==> src/rtl/dual_interval_timer.sv <==
`timescale 1ns/1ps
module dual_interval_timer #(
  parameter int CW = 16,
  parameter int PW = 8
) (
  input  logic          clk,
  input  logic          rst_n,
  input  logic [PW-1:0] prescale,
  input  logic          wr_en,
  input  logic [2:0]    wr_sel,
  input  logic [CW-1:0] wr_data,
  output logic          irq_t0a,
  output logic          irq_t0b,
  output logic          irq_t1a,
  output logic          irq_t1b
);
  localparam int DW  = 8;
  localparam int UW  = PW + DW;
  localparam int NCH = 3;
  localparam logic [2:0] SEL_CNT0 = 3'd0;
  localparam logic [2:0] SEL_MOD0 = 3'd1;
  localparam logic [2:0] SEL_CTL0 = 3'd2;
  localparam logic [2:0] SEL_MOD1 = 3'd3;
  localparam logic [2:0] SEL_CTL1 = 3'd4;
  localparam logic [DW-1:0] DIV_SLOW = DW'(128);
  localparam logic [DW-1:0] DIV_OS   = DW'(12);
  localparam logic [DW-1:0] DIV_IV   = DW'(6);

  logic [CW-1:0] cnt0_q, mod0_q, mod1_q;
  logic [1:0]    ctl1_q;
  logic [NCH-1:0] run_v, irq_v;

  logic          wctl0, wctl1, wmod1;
  logic [NCH-1:0] st, sp, np;
  logic [CW-1:0] ld [NCH];
  logic [DW-1:0] nd [NCH];
  logic [PW-1:0] pre_eff;

  assign wctl0   = wr_en && wr_sel == SEL_CTL0;
  assign wctl1   = wr_en && wr_sel == SEL_CTL1;
  assign wmod1   = wr_en && wr_sel == SEL_MOD1;
  assign pre_eff = (prescale == '0) ? PW'(1) : prescale;

  always_ff @(posedge clk) begin
    if (!rst_n) begin
      cnt0_q <= '0;
      mod0_q <= '0;
      mod1_q <= '0;
      ctl1_q <= '0;
    end else if (wr_en) begin
      case (wr_sel)
        SEL_CNT0: cnt0_q <= wr_data;
        SEL_MOD0: mod0_q <= wr_data;
        SEL_MOD1: mod1_q <= wr_data;
        SEL_CTL1: ctl1_q <= wr_data[7:6];
        default: ;
      endcase
    end
  end

  always_comb begin
    st = '0;
    sp = '0;
    np = 3'b100;
    for (int i = 0; i < NCH; i++) begin
      ld[i] = '0;
      nd[i] = DIV_OS;
    end
    if (wctl0) begin
      if (wr_data[0]) begin
        st[0] = wr_data[7] && cnt0_q != '0;
        sp[0] = !st[0];
        ld[0] = cnt0_q;
        nd[0] = wr_data[6] ? DIV_SLOW : DIV_OS;
        st[1] = wr_data[5] && mod0_q != '0;
        sp[1] = !st[1];
        ld[1] = mod0_q;
        nd[1] = wr_data[4] ? DIV_SLOW : DIV_OS;
      end else begin
        st[0] = wr_data[7] && mod0_q != '0;
        sp[0] = !st[0];
        ld[0] = mod0_q;
        nd[0] = wr_data[6] ? DIV_SLOW : DIV_IV;
        np[0] = 1'b1;
        sp[1] = 1'b1;
      end
    end
    if (wctl1) begin
      st[2] = wr_data[7] && mod1_q != '0;
      sp[2] = !st[2];
      ld[2] = mod1_q;
      nd[2] = wr_data[6] ? DIV_SLOW : DIV_IV;
    end else if (wmod1 && mod1_q == '0 && wr_data != '0 && ctl1_q[1]) begin
      st[2] = 1'b1;
      ld[2] = wr_data;
      nd[2] = ctl1_q[0] ? DIV_SLOW : DIV_IV;
    end
  end

  for (genvar g = 0; g < NCH; g++) begin : g_ch
    logic          run_q, per_q, irq_q;
    logic [DW-1:0] div_q;
    logic [CW-1:0] rem_q, reload;
    logic [UW-1:0] frac_q, unit_m1;

    assign reload  = (g == 2) ? mod1_q : mod0_q;
    assign unit_m1 = UW'(pre_eff) * UW'(div_q) - UW'(1);

    always_ff @(posedge clk) begin
      if (!rst_n) begin
        run_q  <= 1'b0;
        per_q  <= 1'b0;
        irq_q  <= 1'b0;
        div_q  <= DIV_OS;
        rem_q  <= '0;
        frac_q <= '0;
      end else begin
        irq_q <= 1'b0;
        if (st[g]) begin
          run_q  <= 1'b1;
          per_q  <= np[g];
          div_q  <= nd[g];
          rem_q  <= ld[g];
          frac_q <= '0;
        end else if (sp[g]) begin
          run_q <= 1'b0;
        end else if (run_q) begin
          if (frac_q == unit_m1) begin
            frac_q <= '0;
            if (rem_q == CW'(1)) begin
              irq_q <= 1'b1;
              if (per_q && reload != '0) rem_q <= reload;
              else run_q <= 1'b0;
            end else begin
              rem_q <= rem_q - CW'(1);
            end
          end else begin
            frac_q <= frac_q + UW'(1);
          end
        end
      end
    end

    assign run_v[g] = run_q;
    assign irq_v[g] = irq_q;
  end

  assign irq_t0a = irq_v[0];
  assign irq_t0b = irq_v[1];
  assign irq_t1a = irq_v[2];
  assign irq_t1b = irq_v[2];
endmodule


==> config.mk <==
export PLATFORM = sky130hd
export DESIGN_NAME = dual_interval_timer
export DESIGN_NICKNAME = d
export VERILOG_FILES = /design/src/rtl/dual_interval_timer.sv
export SDC_FILE = /design/constraint.sdc
export NUM_CORES = 1
export LEC_CHECK = 0
export BUFFER_PORTS_ARGS = -buffer_cell sky130_fd_sc_hd__buf_2
export CORE_AREA = 2 2 199 201
export CTS_CLUSTER_DIAMETER = 200
export DETAILED_ROUTE_END_ITERATION = 12
export DIE_AREA = 0 0 201 203
export GPL_TIMING_DRIVEN = 1
export MAX_ROUTING_LAYER = met4
export PLACE_DENSITY = 0.61
export SYNTH_ARGS = -nofsm -noshare
export SYNTH_HDL_FRONTEND = slang
export SYNTH_SLANG_ARGS = --single-unit
==> constraint.sdc <==
create_clock -name clk -period 5.38 [get_ports clk]
set_input_delay 1.076 -clock clk [delete_from_list [all_inputs] [get_ports clk]]
set_output_delay 1.076 -clock clk [all_outputs]
set_load 0.03 [all_outputs]
; After elaboration in Yosys (flattened, before gate mapping)
; Index checks and enable logic that the tools add are counted.
[totals]
in_bits = 30
out_inout_bits = 4
ff_bits = 178
elab_cells = 169
[op_classes]
n_mul = 3
n_mux = 65
n_eq_ne = 16
n_reduce_logical = 45
bitwise = 10
n_addsub = 9
[op_table]
columns = operator, count
row1 = two-way mux 16 bit, 25
row2 = "subtractor 16 x 1 -> 16 bit, second input constant", 6
row3 = two-way mux 8 bit, 9
row4 = nonzero test 16 bit, 4
row5 = "adder 16 x 1 -> 16 bit, second input constant", 3
row6 = "== test 16 x 1 -> 1 bit, second input constant", 3
row7 = == test 16 bit, 3
row8 = multiplier 8 x 8 -> 16 bit, 3
row9 = two-way mux 32 bit, 1
row10 = two-way mux 1 bit, 27
row11 = zero test 16 bit, 1
row12 = OR reduction 5 bit, 3
row13 = AND reduction 2 bit, 7
row14 = logical AND 1 bit, 12
row15 = AND reduction 4 bit, 3
row16 = nonzero test 2 bit, 6
row17 = inverter 1 bit, 10
row18 = zero test 8 bit, 1
row19 = "inequality test 2 bit, second input constant", 4
row20 = "== test 3 x 2 -> 1 bit, second input constant", 2
row21 = two-way mux 2 bit, 3
row22 = "inequality test 3 x 2 -> 1 bit, second input constant", 2
row23 = OR reduction 2 bit, 3
row24 = zero test 1 bit, 4
row25 = other kinds (3), 3

; Depth between registers and ports, before layout
; Gate-level depths: netlist (run 1).
[logic_depth]
ltp_word = 9
ltp_mapped = 21
ltp_nobuf = 18

; Worst setup path after synthesis (run 1)
; No wires, ideal clock.
[synth_path]
path_type = in2reg
start = input prescale[4]
end = register g_ch[1].rem_q[14]
setup_time_ns = 0.122
t_required_ns = 5.258
path_slack_ns = -0.207
arrival_time_ns = 5.465
cell_stages = 18
n_path_buf = 2
cell_sequence = nor4_1 > a21o_1 > buf_2 > nand2_1 > fa_1 > inv_1 > fa_1 > ha_1 > ha_1 > o211ai_1 > o21ai_1 > o21ai_1 > or4_1 > a22o_1 > nand4b_4 > buf_6 > or2_1 > a311o_1
[synth_via]
elab_chain_len = 7
[synth_lines]
columns = element, line_no
row1 = start: declaration, 8  ; input logic [PW-1:0] prescale,
row2 = zero test 8 bit, 42  ; assign pre_eff = (prescale == '0) ? PW'(1) : prescale;
row3 = two-way mux 8 bit (*), 42
row4 = multiplier 8 x 8 -> 16 bit (*), 107  ; assign unit_m1 = UW'(pre_eff) * UW'(div_q) - UW'(1);
row5 = subtractor 16 x 1 -> 16 bit (*), 107
row6 = == test 16 bit (*), 128  ; if (frac_q == unit_m1) begin
row7 = nonzero test 2 bit (no line) (*), --
row8 = AND reduction 4 bit (no line) (*), --
row9 = end signal: assignment, 123  ; rem_q <= ld[g];
row10 = end signal: assignment, 132  ; if (per_q && reload != '0) rem_q <= reload;
row11 = end signal: assignment, 135  ; rem_q <= rem_q - CW'(1);
row12 = end: declaration, 103  ; logic [CW-1:0] rem_q, reload;
; Mark *: on every way between the ends. The rest lies on a longest branch, timed or not.
; A chain may end at the register's enable or synchronous reset.

; Worst setup path after layout (run 1)
[layout_path]
start = input prescale[4]
end = register g_ch[0].rem_q[3]
[layout_via]
elab_chain_len = 7
[layout_lines]
columns = element, line_no
row1 = zero test 8 bit, 42
row2 = two-way mux 8 bit (*), 42
row3 = multiplier 8 x 8 -> 16 bit (*), 107
row4 = subtractor 16 x 1 -> 16 bit (*), 107
row5 = == test 16 bit (*), 128
row6 = nonzero test 2 bit (no line) (*), --
row7 = AND reduction 4 bit (no line) (*), --
row8 = end signal: assignment, 123
row9 = end signal: assignment, 132
row10 = end signal: assignment, 135
row11 = end: declaration, 103
; Marked as above.

==> flow_summary.json, run 1 <==
{
  "finalNetCount": 1963,
  "end_kind": "register",
  "rr_endpoint": "g_ch[0].rem_q[3]$_SDFFE_PN0P_",
  "rows": 72,
  "hold_start": "cnt0_q[12]$_SDFFE_PN0P_",
  "wire_per_inst_um": 15.90,
  "cts-root-buf": "clkbuf_16",
  "drive_gt1_frac": 0.1647,
  "place_area_sq_um": 14860,
  "r2r-start": "g_ch[0].div_q[1]$_SDFFE_PN0P_",
  "min_to": "cnt0_q[12]$_SDFFE_PN0P_",
  "grt_pass1_wl_um": 59030,
  "io_buffers": 33,
  "final_area_sq_um": 16020,
  "worst_slack_ps": 86.67,
  "powerDensity_nw_per_um2": 250.6,
  "hpwlAfterDp_um": 26910,
  "timing.hold.ws_ps": 461.9,
  "finalHoldViolCount": 0,
  "power.leakage_uw": 0.006574,
  "grtUsageTotal": 0.1813,
  "r2r_slack_ps": 340,
  "worst-path-max-fanout": 8,
  "setup_viol": 0,
  "worst_pin_slew_ps": 1141,
  "fmax_mhz": 188.9,
  "synthArstFlopShare": 0,
  "area_growth_pct": 19.86,
  "synth.area.top_cells": "dfxtp_1 (25%), ha_1 (12%), nand2_1 (6.7%), fa_1 (6.6%), xnor2_1 (5.4%)",
  "rsz0062_at_grt": "yes",
  "antenna_found_initial": 0,
  "synth_seq_cells": 164,
  "htreeDepth": 4,
  "peakVddDrop_mv": 0.2117,
  "clk-insertion-delay-late_ps": 450,
  "cts_tree": "done",
  "cp.arrival_ps": 5670,
  "clkTransAtPathRegs_ps": 80,
  "status": "complete, no violations",
  "period_share": 0.9839,
  "avgSynthCellArea_sq_um": 8.098,
  "worst_clock_skew_ps": 14.31,
  "cts_buffers": 17,
  "pre_cts_ws_ps": -636.6,
  "ios": 34,
  "cp_cell_sequence": "buf_8 > nor4_4 > buf_4 > a21o_4 > and2_4 > fa_1 > fa_2 > fa_2 > ha_4 > or3_4 > a211oi_4 > o22ai_2 > a2111oi_2 > buf_4 > nand4_1 > o21ai_4 > buf_12 > mux2i_1",
  "num-fill-cells": 3867,
  "hold_depth": 2,
  "cp-start-kind": "input pin",
  "synth_largest_area_cell": "dfxtp_1",
  "cts_num_sinks": 164,
  "drc": 0,
  "yosysSeqAreaShare": 0.2456,
  "hold_buffers": 0,
  "syn_nets": 1854,
  "reg2reg_depth": 18,
  "fin_crit_ps": 5293,
  "cts.path.max_buffers": 2,
  "wl_met3_um": 1589,
  "viasPerCell": 5.390,
  "die_height_um": 203,
  "crit_slowest_cell": "fa_2",
  "synth_area_sq_um": 13370,
  "maxCapViolations": 0,
  "synth_edf_count": 0,
  "vias": 12349,
  "first_pass_iters": 6,
  "wl_um": 36440,
  "overflow": 0,
  "crit_type": "input pin to register",
  "grt_max_degree": 72,
  "fp.coreArea_sq_um": 38470,
  "synth.distinct_cells": 81,
  "wl_met1_um": 17140,
  "grt_pass1_vias": 11656,
  "synth_ff_type": "dfxtp_1",
  "required_ps": 5750,
  "hp-class": "register to register",
  "globalplace.congestion": 0.8814,
  "dr_wl_met2_um": 16760,
  "finalMaxSlewViolations": 0,
  "yosysTopAreaCellShare": 0.2456,
  "fp.dieW_um": 201,
  "drtIter0Drc": 839,
  "finalPower_uw": 4016,
  "dieArea_sq_um": 40800,
  "max_stage_delay_ps": 580,
  "synth_warnings": 0,
  "final_antenna_net_count": 0,
  "dr.max_layer_used": "met4",
  "synthCells": 1651,
  "initial_core_util": 0.3475,
  "max_slew_margin": 0.2391,
  "critPathLaunch": "prescale[4]",
  "diodes": 0
}
-- kinds of logic (layout without fill, tap and decap cells) --
logic type / after synthesis / count (layout) / share of synthesized area
and+or+nand+nor: 664 / 664 / 0.2489
AOI/OAI and AO/OA: 319 / 319 / 0.1613
DFF: 164 / 164 / 0.2456
buffers and inverters: 176 / 298 / 0.05335
muxes: 28 / 28 / 0.02115
xor gates and xnor gates: 127 / 127 / 0.08320
adders and majority gates: 173 / 173 / 0.1866
-- per-layer routing --
layer / track usage / vias to the layer above
li1: - / 6086
met1: 0.2340 / 5893
met5: - / -
met3: 0.02520 / 59
met2: 0.2929 / 311
met4: 0.05926 / 0
-- sequential cells by signal (all words and copies together) (netlist names) --
name,count
g_ch.rem_q,48
ctl1_q,2
g_ch.reload,32
cnt0_q,16
irq_t0a,1
g_ch.div_q,10
g_ch.frac_q,48
irq_t1a,1
g_ch.run_q,3
g_ch.per_q,2
irq_t0b,1
-- how the worst max path moves through the flow --
stage	to	slack, ps	cells past startpoint
after global placement	g_ch[2].rem_q[14]$_SDFFE_PN0P_	-560	18
after CTS	g_ch[2].rem_q[8]$_SDFFE_PN0P_	20	18
after floorplan	g_ch[2].rem_q[10]$_SDFFE_PN0P_	7	20
final	g_ch[0].rem_q[3]$_SDFFE_PN0P_	90	18
after detailed placement	g_ch[2].rem_q[8]$_SDFFE_PN0P_	-640	18
after global routing	g_ch[2].rem_q[1]$_SDFFE_PN0P_	-90	23
-- cell usage in the layout (no fill, tap or decap), types with 11 or more instances in the layout --
cell type / Yosys / routed
nand2_1: 239 / 236
dfxtp_1: 164 / 164
buf_4: 1 / 131
ha_1: 129 / 115
nor2_1: 108 / 108
a21oi_1: 109 / 104
inv_1: 90 / 85
xnor2_1: 82 / 82
nand3_1: 56 / 55
and2_1: 52 / 46
xor2_1: 45 / 43
nor3_1: 43 / 41
fa_1: 44 / 41
o21ai_0: 40 / 39
nor4_1: 32 / 30
buf_2: 14 / 27
mux2i_1: 26 / 25
nand4_1: 24 / 24
or3_1: 22 / 21
clkbuf_16: 0 / 18
nand2b_1: 17 / 17
o221ai_1: 16 / 16
o2111ai_1: 15 / 15
a21o_1: 16 / 14
and3_1: 15 / 14
o211ai_1: 14 / 14
o21a_1: 13 / 13
or4_1: 13 / 13
o22ai_1: 12 / 11
-- where the power goes --
group | switching [uW] | internal, uW
registers | 23.6 | 1230
clock network | 640 | 642
logic | 763 | 715
total | 1430 | 2590
-- critical path: cells and delay by family --
family,cells,cell delay (ps)
buffers and inverters,4,630
and+or+nand+nor,4,890
AOI/OAI and AO/OA,5,1230
muxes,1,190
adders and majority gates,4,1630
-- synthesized netlist by cell type, types with 4 or more instances --
| cell type | n |
|---|---|
| nand4_1 | 24 |
| dfxtp_1 | 164 |
| a311o_1 | 4 |
| a31oi_1 | 6 |
| o221ai_1 | 16 |
| a21o_1 | 16 |
| buf_2 | 14 |
| fa_1 | 44 |
| o311ai_0 | 5 |
| nand3b_1 | 6 |
| o2111ai_1 | 15 |
| o22ai_1 | 12 |
| and3_1 | 15 |
| nand2b_1 | 17 |
| mux2i_1 | 26 |
| a22oi_1 | 4 |
| nand2_1 | 239 |
| nor3_1 | 43 |
| and2_1 | 52 |
| buf_1 | 6 |
| nor2_1 | 108 |
| or4_1 | 13 |
| o31ai_1 | 4 |
| or2_2 | 4 |
| a21oi_1 | 109 |
| ha_1 | 129 |
| nor2b_1 | 5 |
| nand4b_1 | 5 |
| or3_1 | 22 |
| a311oi_1 | 5 |
| o211ai_1 | 14 |
| xor2_1 | 45 |
| clkbuf_1 | 60 |
| and4_1 | 4 |
| inv_1 | 90 |
| nand3_1 | 56 |
| buf_6 | 4 |
| o21bai_1 | 5 |
| o21a_1 | 13 |
| nor4_1 | 32 |
| o21ai_0 | 40 |
| a211oi_1 | 7 |
| xnor2_1 | 82 |
-- layout make-up --
| cell class | instances | area (sq um) | area share |
|---|---|---|---|
| Inverter | 90 | 337.8 | 0.02108 |
| Timing Repair Buffer | 176 | 1390 | 0.08675 |
| Clock inverter | 15 | 198.9 | 0.01242 |
| Clock buffer | 17 | 425.4 | 0.02655 |
| Sequential cell | 164 | 3283 | 0.2049 |
| Tap cell | 518 | 648.1 | 0.04045 |
| Multi-Input combinational cell | 1311 | 9741 | 0.6079 |
-- repair_timing --
action                     4_1_cts  5_1_grt
gates cloned                     1        0
setup buffers                    3       17
pin swaps                        8       60
setup endpoints to repair       55       96
gates resized for setup          8       81
-- stage by stage --
| stage | cells | setup TNS (ps) | utilization |
|---|---|---|---|
| 6_report | 2291 | 0 | 0.4166 |
| 4_1_cts | 2275 | 0 | 0.4048 |
| 3_3_place_gp | 2239 | -41980 | 0.3863 |
| 2_1_floorplan | 1651 | 0 | - |
| 3_5_place_dp | 2239 | -46880 | 0.3863 |
| 5_1_grt | 2291 | -1270 | 0.4166 |
No activity file was read; power rests on OpenSTA's default activity.
==> inputs of run 2 (changes only) <==
Settings changed: PLACE_DENSITY 0.61 to 0.59.
Clock period 5.38 ns to 5.45 ns, I/O delays scaled along.
==> flow_summary.json, run 2 (same netlist as run 1, synthesis figures left out) <==
{
  "peakVddDrop_mv": 0.2580,
  "fp.coreArea_sq_um": 38470,
  "drive_gt1_frac": 0.1571,
  "grt_pass1_wl_um": 61410,
  "cp_cell_sequence": "buf_8 > nor4_4 > buf_4 > a21o_1 > buf_12 > and2_4 > fa_2 > fa_1 > fa_2 > ha_1 > a21o_1 > or3_4 > o211ai_1 > o311ai_2 > nor4_2 > buf_4 > and3_4 > buf_6 > mux2i_1 > a221oi_1",
  "rsz0062_at_grt": "yes",
  "cp.arrival_ps": 5640,
  "status": "complete, no violations",
  "fmax_mhz": 188.0,
  "htreeDepth": 4,
  "powerDensity_nw_per_um2": 254.8,
  "final_area_sq_um": 15950,
  "worst_clock_skew_ps": 20.12,
  "cts.path.max_buffers": 2,
  "hold_start": "cnt0_q[14]$_SDFFE_PN0P_",
  "max_stage_delay_ps": 420,
  "min_to": "cnt0_q[14]$_SDFFE_PN0P_",
  "io_buffers": 33,
  "reg2reg_depth": 18,
  "num-fill-cells": 3858,
  "drc": 0,
  "vias": 12320,
  "power.leakage_uw": 0.006495,
  "hold_depth": 2,
  "final_common_cell": "nand2_1",
  "die_height_um": 203,
  "wire_per_inst_um": 16.54,
  "worst_pin_slew_ps": 1081,
  "fin_crit_ps": 5320,
  "viasPerCell": 5.415,
  "setup_viol": 0,
  "finalNetCount": 1947,
  "crit_slowest_cell": "fa_2",
  "first_pass_iters": 7,
  "rows": 72,
  "fp.dieW_um": 201,
  "dieArea_sq_um": 40800,
  "required_ps": 5770,
  "overflow": 0,
  "diodes": 0,
  "cts_tree": "done",
  "hold_buffers": 0,
  "area_growth_pct": 19.30,
  "place_area_sq_um": 14810,
  "drtIter0Drc": 873,
  "grtUsageTotal": 0.1901,
  "period_share": 0.9762,
  "maxCapViolations": 0,
  "ios": 34,
  "cts-root-buf": "clkbuf_16",
  "finalMaxSlewViolations": 0,
  "grt_max_degree": 65,
  "cts_buffers": 17,
  "finalHoldViolCount": 0,
  "end_kind": "register",
  "wl_um": 37620,
  "hpwlAfterDp_um": 27740,
  "cts_num_sinks": 164,
  "crit_type": "input pin to register",
  "final_cell_mix": "nand2_1 (237), dfxtp_1 (164), ha_1 (113), buf_4 (113), nor2_1 (107)",
  "rr_endpoint": "g_ch[2].rem_q[13]$_SDFFE_PN0P_",
  "post-route-util": 0.4146,
  "worst-path-max-fanout": 8,
  "cp-start-kind": "input pin",
  "clkTransAtPathRegs_ps": 80,
  "final_antenna_net_count": 0,
  "hp-class": "register to register",
  "antenna_found_initial": 1,
  "max_slew_margin": 0.2792,
  "r2r_slack_ps": 550,
  "initial_core_util": 0.3475,
  "globalplace.congestion": 0.8946,
  "clk-insertion-delay-late_ps": 470,
  "grt_pass1_vias": 11780,
  "r2r-start": "g_ch[2].div_q[1]$_SDFFE_PN0P_"
}
[run 2: cell type report]
| class | count | area [sq um] | share of cell area |
|---|---|---|---|
| Clock buffer | 17 | 425.4 | 0.02667 |
| Clock inverter | 15 | 207.7 | 0.01302 |
| Inverter | 90 | 337.8 | 0.02118 |
| Multi-Input combinational cell | 1311 | 9752 | 0.6114 |
| Sequential cell | 164 | 3283 | 0.2059 |
| Tap cell | 518 | 648.1 | 0.04064 |
| Timing Repair Buffer | 160 | 1295 | 0.08120 |
[run 2: timing repair]
item | 4_1_cts | 5_1_grt
buffers inserted | 1 | 8
setup endpoints to repair | 16 | 98
pin swaps | 4 | 52
cloned | 0 | 2
gates resized for setup | 9 | 72
[run 2: worst max path at each step]
stage	from	slack, ps	cells past startpoint	end
floorplan	prescale[4]	9	16	g_ch[0].rem_q[14]$_SDFFE_PN0P_
global placement	prescale[4]	-550	21	g_ch[2].rem_q[12]$_SDFFE_PN0P_
global route	prescale[6]	-20	21	g_ch[0].rem_q[12]$_SDFFE_PN0P_
CTS	prescale[4]	9	20	g_ch[0].frac_q[1]$_SDFFE_PP0P_
detailed placement	prescale[4]	-590	18	g_ch[2].rem_q[2]$_SDFFE_PN0P_
finish	prescale[6]	130	20	g_ch[2].rem_q[13]$_SDFFE_PN0P_
[run 2: per-stage QoR]
step	power (uW)	std cells	setup TNS, ps	hold WS [ps]	worst slack (ps)
after floorplan	2134	1651	0	436.6	8.504
after global placement	2609	2232	-38130	449.9	-548.8
after detailed placement	2618	2232	-41070	457.8	-589.9
after CTS	3972	2265	0	471.4	9.399
after global routing	4298	2275	-145.3	491.8	-23.73
final	4064	2275	0	469.3	129.6
[run 2: report_power, final]
part / total (uW) / switching (uW) / leakage [uW] / internal (uW)
logic: 1500 / 776 / 0.00486 / 727
registers: 1240 / 22.7 / 0.00132 / 1220
clock network: 1320 / 616 / 0.000306 / 706
[run 2: routing by layer]
metal / GRT usage / routed length [um] / vias up
li1: - / - / 6045
met1: 0.2513 / 17750 / 5948
met2: 0.3080 / 17620 / 292
met3: 0.02151 / 1618 / 35
met4: 0.05265 / 631 / 0
met5: - / 0 / -
[run 2: critical path: cells and delay by family]
kind / cells / cell delay (ps)
AO/OA/AOI/OAI: 5 / 880
adder cells (fa/ha/maj): 4 / 1520
buffers and inverters: 5 / 700
multiplexers: 1 / 210
AND/OR/NAND/NOR: 5 / 1240
